### src/rtl/extint_pkg.sv
`timescale 1ns/1ps
package extint_pkg;

    typedef enum logic [1:0] {
        SENSE_LOW  = 2'b00,
        SENSE_ANY  = 2'b01,
        SENSE_FALL = 2'b10,
        SENSE_RISE = 2'b11
    } sense_e;

    typedef enum logic [1:0] {
        PWR_RUN     = 2'b00,
        PWR_SLEEP   = 2'b01,
        PWR_STARTUP = 2'b10
    } pwr_e;

    typedef struct packed {
        logic cur;
        logic prev;
    } edge_pair_t;

    function automatic logic edge_hit(input sense_e mode, input edge_pair_t p);
        case (mode)
            SENSE_ANY:  return p.cur ^ p.prev;
            SENSE_FALL: return p.prev & ~p.cur;
            SENSE_RISE: return ~p.prev & p.cur;
            default:    return 1'b0;
        endcase
    endfunction

endpackage

### src/rtl/extint_sync.sv
`timescale 1ns/1ps
module extint_sync #(
    parameter int   W       = 1,
    parameter logic RST_VAL = 1'b0
) (
    input  logic         clk,
    input  logic         rst,
    input  logic [W-1:0] d,
    output logic [W-1:0] q
);
    logic [W-1:0] meta;

    always_ff @(posedge clk) begin
        if (rst) begin
            meta <= {W{RST_VAL}};
            q    <= {W{RST_VAL}};
        end else begin
            meta <= d;
            q    <= meta;
        end
    end
endmodule

### src/rtl/extint_ded_chan.sv
`timescale 1ns/1ps
module extint_ded_chan
    import extint_pkg::*;
(
    input  logic       clk,
    input  logic       rst,
    input  logic       io_clk_en,
    input  logic       run,
    input  logic       en,
    input  logic [1:0] sense,
    input  logic       pin_raw,
    input  logic       pin_s,
    input  logic       clr,
    output logic       irq,
    output logic       wake
);
    sense_e     mode;
    edge_pair_t pair;
    logic       prev_q;
    logic       flag_q;
    logic       hit;

    assign mode      = sense_e'(sense);
    assign pair.cur  = pin_s;
    assign pair.prev = prev_q;
    assign hit       = en & io_clk_en & edge_hit(mode, pair);

    always_ff @(posedge clk) begin
        if (rst) begin
            prev_q <= 1'b1;
            flag_q <= 1'b0;
        end else begin
            prev_q <= pin_s;
            if (hit)
                flag_q <= 1'b1;
            else if (clr)
                flag_q <= 1'b0;
        end
    end

    assign irq  = (mode == SENSE_LOW) ? (en & ~pin_s & run) : flag_q;
    assign wake = en & (mode == SENSE_LOW) & ~pin_raw;

    a_r4_flag_sticky: assert property (@(posedge clk) disable iff (rst)
        (flag_q && !clr) |=> flag_q);
    a_r5_edge_needs_ioclk: assert property (@(posedge clk) disable iff (rst)
        $rose(flag_q) |-> $past(io_clk_en));
    a_r2_disabled_no_set: assert property (@(posedge clk) disable iff (rst)
        $rose(flag_q) |-> $past(en));
endmodule

### src/rtl/extint_pc_bank.sv
`timescale 1ns/1ps
module extint_pc_bank #(
    parameter int W = 8
) (
    input  logic         clk,
    input  logic         rst,
    input  logic [W-1:0] pin_raw,
    input  logic [W-1:0] pin_s,
    input  logic [W-1:0] mask,
    input  logic         clr,
    output logic         flag,
    output logic         wake
);
    logic [W-1:0] prev_q;
    logic [W-1:0] change;

    assign change = (pin_s ^ prev_q) & mask;

    always_ff @(posedge clk) begin
        if (rst) begin
            prev_q <= '0;
            flag   <= 1'b0;
        end else begin
            prev_q <= pin_s;
            if (|change)
                flag <= 1'b1;
            else if (clr)
                flag <= 1'b0;
        end
    end

    assign wake = |((pin_raw ^ pin_s) & mask);

    a_r6_flag_sticky: assert property (@(posedge clk) disable iff (rst)
        (flag && !clr) |=> flag);
    a_r6_needs_mask: assert property (@(posedge clk) disable iff (rst)
        $rose(flag) |-> $past(mask != '0));
endmodule

### src/rtl/extint_wake_seq.sv
`timescale 1ns/1ps
module extint_wake_seq
    import extint_pkg::*;
#(
    parameter int CNT_W = 8
) (
    input  logic             clk,
    input  logic             rst,
    input  logic             sleep_req,
    input  logic             wake_req,
    input  logic [CNT_W-1:0] startup_len,
    output logic             run
);
    pwr_e             st_q;
    logic [CNT_W-1:0] cnt_q;

    always_ff @(posedge clk) begin
        if (rst) begin
            st_q  <= PWR_RUN;
            cnt_q <= '0;
        end else begin
            case (st_q)
                PWR_RUN: if (sleep_req) st_q <= PWR_SLEEP;
                PWR_SLEEP: if (wake_req) begin
                    st_q  <= PWR_STARTUP;
                    cnt_q <= startup_len;
                end
                PWR_STARTUP: begin
                    if (cnt_q == '0) st_q  <= PWR_RUN;
                    else             cnt_q <= cnt_q - 1'b1;
                end
                default: st_q <= PWR_RUN;
            endcase
        end
    end

    assign run = (st_q == PWR_RUN);

    a_r9_count_down: assert property (@(posedge clk) disable iff (rst)
        (st_q == PWR_STARTUP && cnt_q != '0) |=> (st_q == PWR_STARTUP && cnt_q == $past(cnt_q) - CNT_W'(1)));
    a_r9_no_skip_startup: assert property (@(posedge clk) disable iff (rst)
        (st_q == PWR_SLEEP) |=> !run);
endmodule

### src/rtl/extint_ctrl.sv
`timescale 1ns/1ps
module extint_ctrl
    import extint_pkg::*;
#(
    parameter int NUM_DED   = 2,
    parameter int NUM_BANKS = 2,
    parameter int BANK_W    = 8,
    parameter int CNT_W     = 8
) (
    input  logic                        clk,
    input  logic                        rst,
    input  logic                        io_clk_en,
    input  logic [NUM_DED-1:0]          ded_pin,
    input  logic [NUM_DED-1:0]          ded_en,
    input  logic [2*NUM_DED-1:0]        ded_sense,
    input  logic [NUM_DED-1:0]          ded_clr,
    output logic [NUM_DED-1:0]          ded_irq,
    input  logic [NUM_BANKS*BANK_W-1:0] pc_pin,
    input  logic [NUM_BANKS*BANK_W-1:0] pc_mask,
    input  logic [NUM_BANKS-1:0]        pc_clr,
    output logic [NUM_BANKS-1:0]        pc_irq,
    input  logic                        sleep_req,
    input  logic [CNT_W-1:0]            startup_len,
    output logic                        wake_req,
    output logic                        cpu_run
);
    localparam int PC_W = NUM_BANKS * BANK_W;

    logic [NUM_DED-1:0]   ded_s;
    logic [NUM_DED-1:0]   ded_wake;
    logic [PC_W-1:0]      pc_s;
    logic [NUM_BANKS-1:0] pc_wake;

    extint_sync #(.W(NUM_DED), .RST_VAL(1'b1)) u_ded_sync (
        .clk(clk), .rst(rst), .d(ded_pin), .q(ded_s)
    );

    extint_sync #(.W(PC_W), .RST_VAL(1'b0)) u_pc_sync (
        .clk(clk), .rst(rst), .d(pc_pin), .q(pc_s)
    );

    for (genvar i = 0; i < NUM_DED; i++) begin : g_ded
        extint_ded_chan u_chan (
            .clk       (clk),
            .rst       (rst),
            .io_clk_en (io_clk_en),
            .run       (cpu_run),
            .en        (ded_en[i]),
            .sense     (ded_sense[2*i +: 2]),
            .pin_raw   (ded_pin[i]),
            .pin_s     (ded_s[i]),
            .clr       (ded_clr[i]),
            .irq       (ded_irq[i]),
            .wake      (ded_wake[i])
        );

        a_r10_level_held_off: assert property (@(posedge clk) disable iff (rst)
            (!cpu_run && sense_e'(ded_sense[2*i +: 2]) == SENSE_LOW) |-> !ded_irq[i]);
    end

    for (genvar b = 0; b < NUM_BANKS; b++) begin : g_bank
        extint_pc_bank #(.W(BANK_W)) u_bank (
            .clk     (clk),
            .rst     (rst),
            .pin_raw (pc_pin[b*BANK_W +: BANK_W]),
            .pin_s   (pc_s[b*BANK_W +: BANK_W]),
            .mask    (pc_mask[b*BANK_W +: BANK_W]),
            .clr     (pc_clr[b]),
            .flag    (pc_irq[b]),
            .wake    (pc_wake[b])
        );
    end

    assign wake_req = (|ded_wake) | (|pc_wake);

    extint_wake_seq #(.CNT_W(CNT_W)) u_seq (
        .clk         (clk),
        .rst         (rst),
        .sleep_req   (sleep_req),
        .wake_req    (wake_req),
        .startup_len (startup_len),
        .run         (cpu_run)
    );

    a_r9_sleep_entry: assert property (@(posedge clk) disable iff (rst)
        (cpu_run && sleep_req) |=> !cpu_run);
endmodule

### config.mk
export PLATFORM = sky130hd
export DESIGN_NAME = extint_ctrl
export DESIGN_NICKNAME = d
export VERILOG_FILES = /design/src/rtl/extint_pkg.sv /design/src/rtl/extint_sync.sv /design/src/rtl/extint_ded_chan.sv /design/src/rtl/extint_pc_bank.sv /design/src/rtl/extint_wake_seq.sv /design/src/rtl/extint_ctrl.sv
export SDC_FILE = /design/constraint.sdc
export NUM_CORES = 1
export LEC_CHECK = 0
export ABC_AREA = 1
export CORE_MARGIN = 2
export CORE_UTILIZATION = 46
export DETAILED_ROUTE_END_ITERATION = 8
export HOLD_SLACK_MARGIN = 0.1
export PLACE_DENSITY_LB_ADDON = 0.05
export SLEW_MARGIN = 25
export SYNTH_ARGS = -nofsm -noshare
export SYNTH_HDL_FRONTEND = slang
export SYNTH_HIERARCHICAL = 1
export SYNTH_SLANG_ARGS = --single-unit
export TNS_END_PERCENT = 30
### constraint.sdc
create_clock -name clk -period 1.5 [get_ports clk]
set_input_delay 0.375 -clock clk [delete_from_list [all_inputs] [get_ports clk]]
set_output_delay 0.375 -clock clk [all_outputs]
set_load 0.03 [all_outputs]
After elaboration in Yosys (flattened, before gate mapping) --
Cells that the tools add are included.
Storage, ports and cells: bits in registers 68, bits in latches 0, bits in writable memories 0, ROM bits 0, bits of input ports 56, memories kept 0
Operators by class: add/sub/neg operators 1, $mul 0, div/mod/pow operators 0, magnitude comparators 0, equal/unequal tests 12, shifts and indexed selects 0, mux-type cells 19, bitwise logic cells 33, reduce and logical (&&, ||, !) cells 15
Operators with widths (number):
- 8-bit AND | 4
- 8-bit XOR | 4
- 1-bit AND | 16
- 8-bit 2-to-1 mux | 2
- 8-bit case mux with 2 select lines | 1
- 16-bit OR reduction | 1
- 8-bit OR reduction | 2
- 2-bit == test (second input constant) | 5
- 1-bit 2-to-1 mux | 10
- 2-bit nonzero test | 5
- 8-bit logical NOT | 1
- 8-bit by 1-bit subtractor with 8-bit output (second input constant) | 1
- 2-bit by 1-bit == test with 1-bit output (second input constant) | 3
- 2-bit logical NOT | 3
- 2-bit 2-to-1 mux | 3
- 2-bit != test (second input constant) | 3
- 1-bit inverter | 6
- 1-bit case mux with 3 select lines | 2
- 2-bit case mux with 3 select lines | 1
- 3-bit AND reduction | 2
- 2-bit by 1-bit != test with 1-bit output (second input constant) | 1
- 2-bit OR reduction | 1
- 1-bit XOR | 2
- 1-bit OR | 1

Logic depth before layout (Yosys ltp) --
Gate-level depths: netlist of the first run.
depth in word-level cells 7, mapped depth 13, gate-level depth less buffers 12

Modules after synthesis --
The synthesis of the first run kept the hierarchy.
Modules (own cells, without submodules):
- extint_pc_bank | instances 2, cells each 92, area each 549.3 µm², seq. area each 180.2 µm²
- extint_sync at u_pc_sync | instances 1, cells each 99, area each 914.6 µm², seq. area each 640.6 µm²
- extint_wake_seq | instances 1, cells each 105, area each 663.1 µm², seq. area each 200.2 µm²
- extint_ded_chan | instances 2, cells each 25, area each 156.4 µm², seq. area each 40.0 µm²
- extint_sync at u_ded_sync | instances 1, cells each 13, area each 116.4 µm², seq. area each 80.1 µm²
- extint_ctrl | instances 1, cells each 3, area each 11.3 µm², seq. area each 0.0 µm²

Worst setup path after synthesis of the first run --
No wires, ideal clock.
path type reg-to-output, start reg u_seq.st_q[0], end out ded_irq[0], arrival time 1.710 ns, required time 1.125 ns, setup slack -0.585 ns, cell stages (with the launch flop) 4, cells stage by stage dfxtp_1 -> nor2_1 -> nand2_1 -> o21ai_0
On the way: longest elaborated chain between the ends 3
RTL lines:
- start: declaration | line extint_wake_seq.sv:14 | pwr_e st_q;
- start signal: assignment | line extint_wake_seq.sv:19 | st_q <= PWR_RUN;
- start signal: assignment | line extint_wake_seq.sv:23 | PWR_RUN: if (sleep_req) st_q <= PWR_SLEEP;
- start signal: assignment | line extint_wake_seq.sv:25 | st_q <= PWR_STARTUP;
- 2-bit logical NOT | line extint_wake_seq.sv:37 | assign run = (st_q == PWR_RUN);
- via cpu_run | line extint_ctrl.sv:25 | output logic cpu_run
- 1-bit AND | line extint_ded_chan.sv:41 | assign irq = (mode == SENSE_LOW) ? (en & ~pin_s & run) : flag_q;
- 1-bit 2-to-1 mux | line extint_ded_chan.sv:41
- end: declaration | line extint_ctrl.sv:17 | output logic [NUM_DED-1:0] ded_irq,
The timed path passes the listed nets, and every way through them passes these cells.

Worst setup path in the final report of the first run --
start reg u_pc_sync.q[15], end out wake_req
On the way: longest elaborated chain between the ends 4
RTL lines:
- start: declaration | line extint_sync.sv:9 | output logic [W-1:0] q
- start signal: assignment | line extint_sync.sv:16 | q <= {W{RST_VAL}};
- start signal: assignment | line extint_sync.sv:19 | q <= meta;
- 8-bit XOR | line extint_pc_bank.sv:32 | assign wake = |((pin_raw ^ pin_s) & mask);
- 8-bit AND | line extint_pc_bank.sv:32
- 16-bit OR reduction | line extint_ctrl.sv:74 | assign wake_req = (|ded_wake) | (|pc_wake);
- 1-bit OR | line extint_ctrl.sv:74
- end: declaration | line extint_ctrl.sv:24 | output logic wake_req,
No other way between the ends.

==> results of run 1 <==
## registers in the layout, indices dropped and copies added (netlist names), 8 cells and up
name and count:
g_bank.u_bank/prev_q 16, u_pc_sync/meta 16, u_pc_sync/q 16, u_seq/cnt_q 8
## metrics by stage
step	cells	setup TNS [ps]	area [sq um]	utilization
5_1_grt	634	-5726	4343	0.6724
4_1_cts	634	-5044	4308	0.6670
3_5_place_dp	616	-9914	4014	0.6215
2_1_floorplan	454	-1307	3134	-
6_report	634	-4327	4343	0.6724
3_3_place_gp	616	-9268	4014	0.6215
## area by class of cell
type	count	area [sq um]	share of cell area
clock buffers	10	127.6	0.02939
clock inverters	6	112.6	0.02593
inverters	90	340.3	0.07836
multi-input cells	290	1440	0.3316
flip-flops and latches	68	1365	0.3143
well taps	77	96.34	0.02218
repair buffers	93	860.8	0.1982
## worst max-delay path by stage
stage / to / cells after the start
floorplan: u_seq/cnt_q[6]$_SDFFE_PP0P_ / 12
global placement: wake_req / 9
detailed placement: wake_req / 9
CTS: wake_req / 8
global route: wake_req / 8
finish: wake_req / 8
## Yosys cell counts (all sizes together)
master	number
nand3	41
xnor2	1
o21a	1
a21oi	10
ha	6
nand3b	1
o21ai	16
nor2	83
xor2	4
nand2	103
nand4	4
or2	20
buf	4
clkbuf	2
inv	90
dfxtp	68
## power by group through the flow
stage / Combinational [mW] / Clock [mW] / Sequential (mW)
3_3_place_gp: 0.752 / 0 / 2.00
2_1_floorplan: 0.425 / 0 / 2.01
4_1_cts: 0.786 / 1.84 / 1.97
3_5_place_dp: 0.769 / 0 / 2.01
6_report: 0.794 / 1.79 / 1.97
5_1_grt: 0.899 / 1.91 / 1.98
## worst max-delay path: stages, from the launching register on
cell,delay (ps)
dfxtp_1,320
or2_1,230
nand3_2,60
nand2_1,50
nor2_1,110
nand4_1,120
nor2_2,140
nand2_2,80
buf_6,140
## metal layers
layer	vias to the layer above	part of all wire
met1	1268	0.45
met4	0	0.0081
li1	1557	-
met2	52	0.49
met5	-	0
met3	4	0.044
## logic make-up after synthesis
family / after synthesis
AO/OA/AOI/OAI: 27
flip-flops: 68
buffers and inverters: 96
AND/OR/NAND/NOR: 252
adder cells (fa/ha/maj): 6
XOR/XNOR: 5
## what timing repair did
action | in CTS | in global routing
setup buffers | 2 | 0
pin swaps | 7 | 6
resized for setup | 36 | 13
setup endpoints to repair | 15 | 14
==> summary.txt, run 1 <==
Timing
  – Final Max Tran Viols: 0
  – Final setup fails: 13
  – Slew @ Worst Pin: 345.9 ps
  – Setup slack after layout: -450.8 ps
  – RSZ-0062 raised after global routing: true
  – Final period util: 1.301
  – Final worst path period need: 1951 ps
  – Fin Clk Skew: between 10 and 15 ps
  – Highest clock rate: 0.5126 GHz
  – Final Hold Fails: 0
  – Min Hold Slack: 303.2 ps
  – Relative slew margins: 0.7692

GRT
  – Gr ovfl total: 0
  – Grt met2 use: 0.3333
  – GR Layer Usage met1: 0.2117
  – Initial antenna violation count: 0
  – GRT Util Overall: 0.1851
  – Pin count of the biggest net entering global routing: 42
  – First-pass GRT wire length: between 10 and 15 mm
  – Global route hottest layer: met2
  – Met3 Use GR: 0.04857
  – Vias in the first global route: 2,761

Placement
  – Routability Congestion: approximately 0.85
  – Post-DP HPWL: 4.743 mm
  – Port Buffers: 61
  – Pre-CTS WS: -1122 ps

Hold path
  – Hold path depth: 3
  – Hold_sp: pc_pin[2]
  – Hold Crit Class: primary input to flop
  – Worst Hold Path EP: u_pc_sync/meta[2]$_SDFF_PP0_

Finish
  – Fill cell count: 576
  – Layout cells sized above 1: 0.1652
  – Area growth syn-to-layout: 39.34%
  – Diode count: 0
  – Most frequent cells in the layout: nand2_1, inv_1, nor2_1, dfxtp_1, clkdlybuf4s50_1
  – NumNets Final: 614
  – Commonest non-fill, non-tap cell in the layout: nand2_1

Worst setup path
  – Endpoint class of the critical path: output pin
  – R2R Path Start: u_pc_sync/q[15]$_SDFF_PP0_
  – WP data required: roughly 1100 ps
  – Worst r2r path cells: 15
  – Worst Setup SP: u_pc_sync/q[15]$_SDFF_PP0_
  – R2r setup slk: -390 ps
  – Crit start category: flop
  – Crit path kind: flop to output pin
  – Worst r2r dst: u_seq/cnt_q[2]$_SDFFE_PP0P_
  – Maximum fanout along the worst path: 3
  – Worst EP arrival: around 1600 ps

Yosys
  – Seq/Total Area, Yosys: 0.4368
  – Mapped Cells: 454
  – Yosys cell types: 22
  – Cell area after synthesis: 3117 sq um
  – Synth Area in Simple Gates: 0.3521
  – Xor-xnor portion of the synthesized cell area: 0.01405
  – Synth area leaders: dfxtp_1, nand2_1, inv_1
  – Syn Nets: 516
  – Synthesis Warnings: 6
  – Synth Area in Compound Gates: 0.04777
  – Syn_area_per_cell: 6.865 sq um
  – Largest family of logic cells by synthesized area: simple AND/OR/NAND/NOR gates
  – Seq cells post-synth: a little under 70
  – Mux contribution to synthesized area: 0
  – Leading area contributor after synthesis: dfxtp_1
  – Post-Synth Adder-Cell Area: 0.02409
  – Synth top area share: 0.4368

CTS
  – Cts bufs inserted: 9
  – # hold bufs at CTS: 0
  – Clock slew at reported path FFs: 70 ps
  – Num Clock Sinks: 68
  – TritonCTS clock tree: done
  – Root buffer cell: clkbuf_8
  – Clk_lat worst skew: 330 ps
  – Clock buffer depth: 2
  – H-tree depth: 3

Routing
  – Per-cell routed wire length: 9.902 um
  – Vias per cell: 4.544
  – Post-route ant nets: 0
  – DR pass1 iterations: 4
  – Initial drt markers: 88
  – DR vias: 2,881
  – Drt total wl: 6.278 mm
  – DRC: 0

Floorplan
  – I/O pin total: 62
  – CORE AREA: between 6000 and 7000 sq um
  – Die ar.: around 7500 sq um
  – DIE WIDTH: approximately 86 um
  – Die Height: about 86 um
  – Initial Util: 0.4826
  – Floorplan row count: 29

Pwr
  – Total power: 4.556 mW
  – Switching share of power: 0.2542
  – Leak pwr: 2.143 nW
  – Seq pwr share: 0.432
  – Clock power share: 0.394
  – PD cells: 1049 nW/um^2
  – Max VDD drop: 546.7 uV
  – NetSw: 1.158 mW
  – Combinational Power Share: 0.174
  – Internal power: 3.398 mW

Status
  – Failing checks: setup timing
  – Status: complete, but fails checks

Flow run
  – Max-Cap Viols: 0
Power figures use the tool's default switching activity.
==> run 2: changes to the inputs <==
CTS_CLUSTER_SIZE = 25   (was not set)
==> results of run 2 <==
The final DEF is identical to that of run 1; final timing and power are the same.
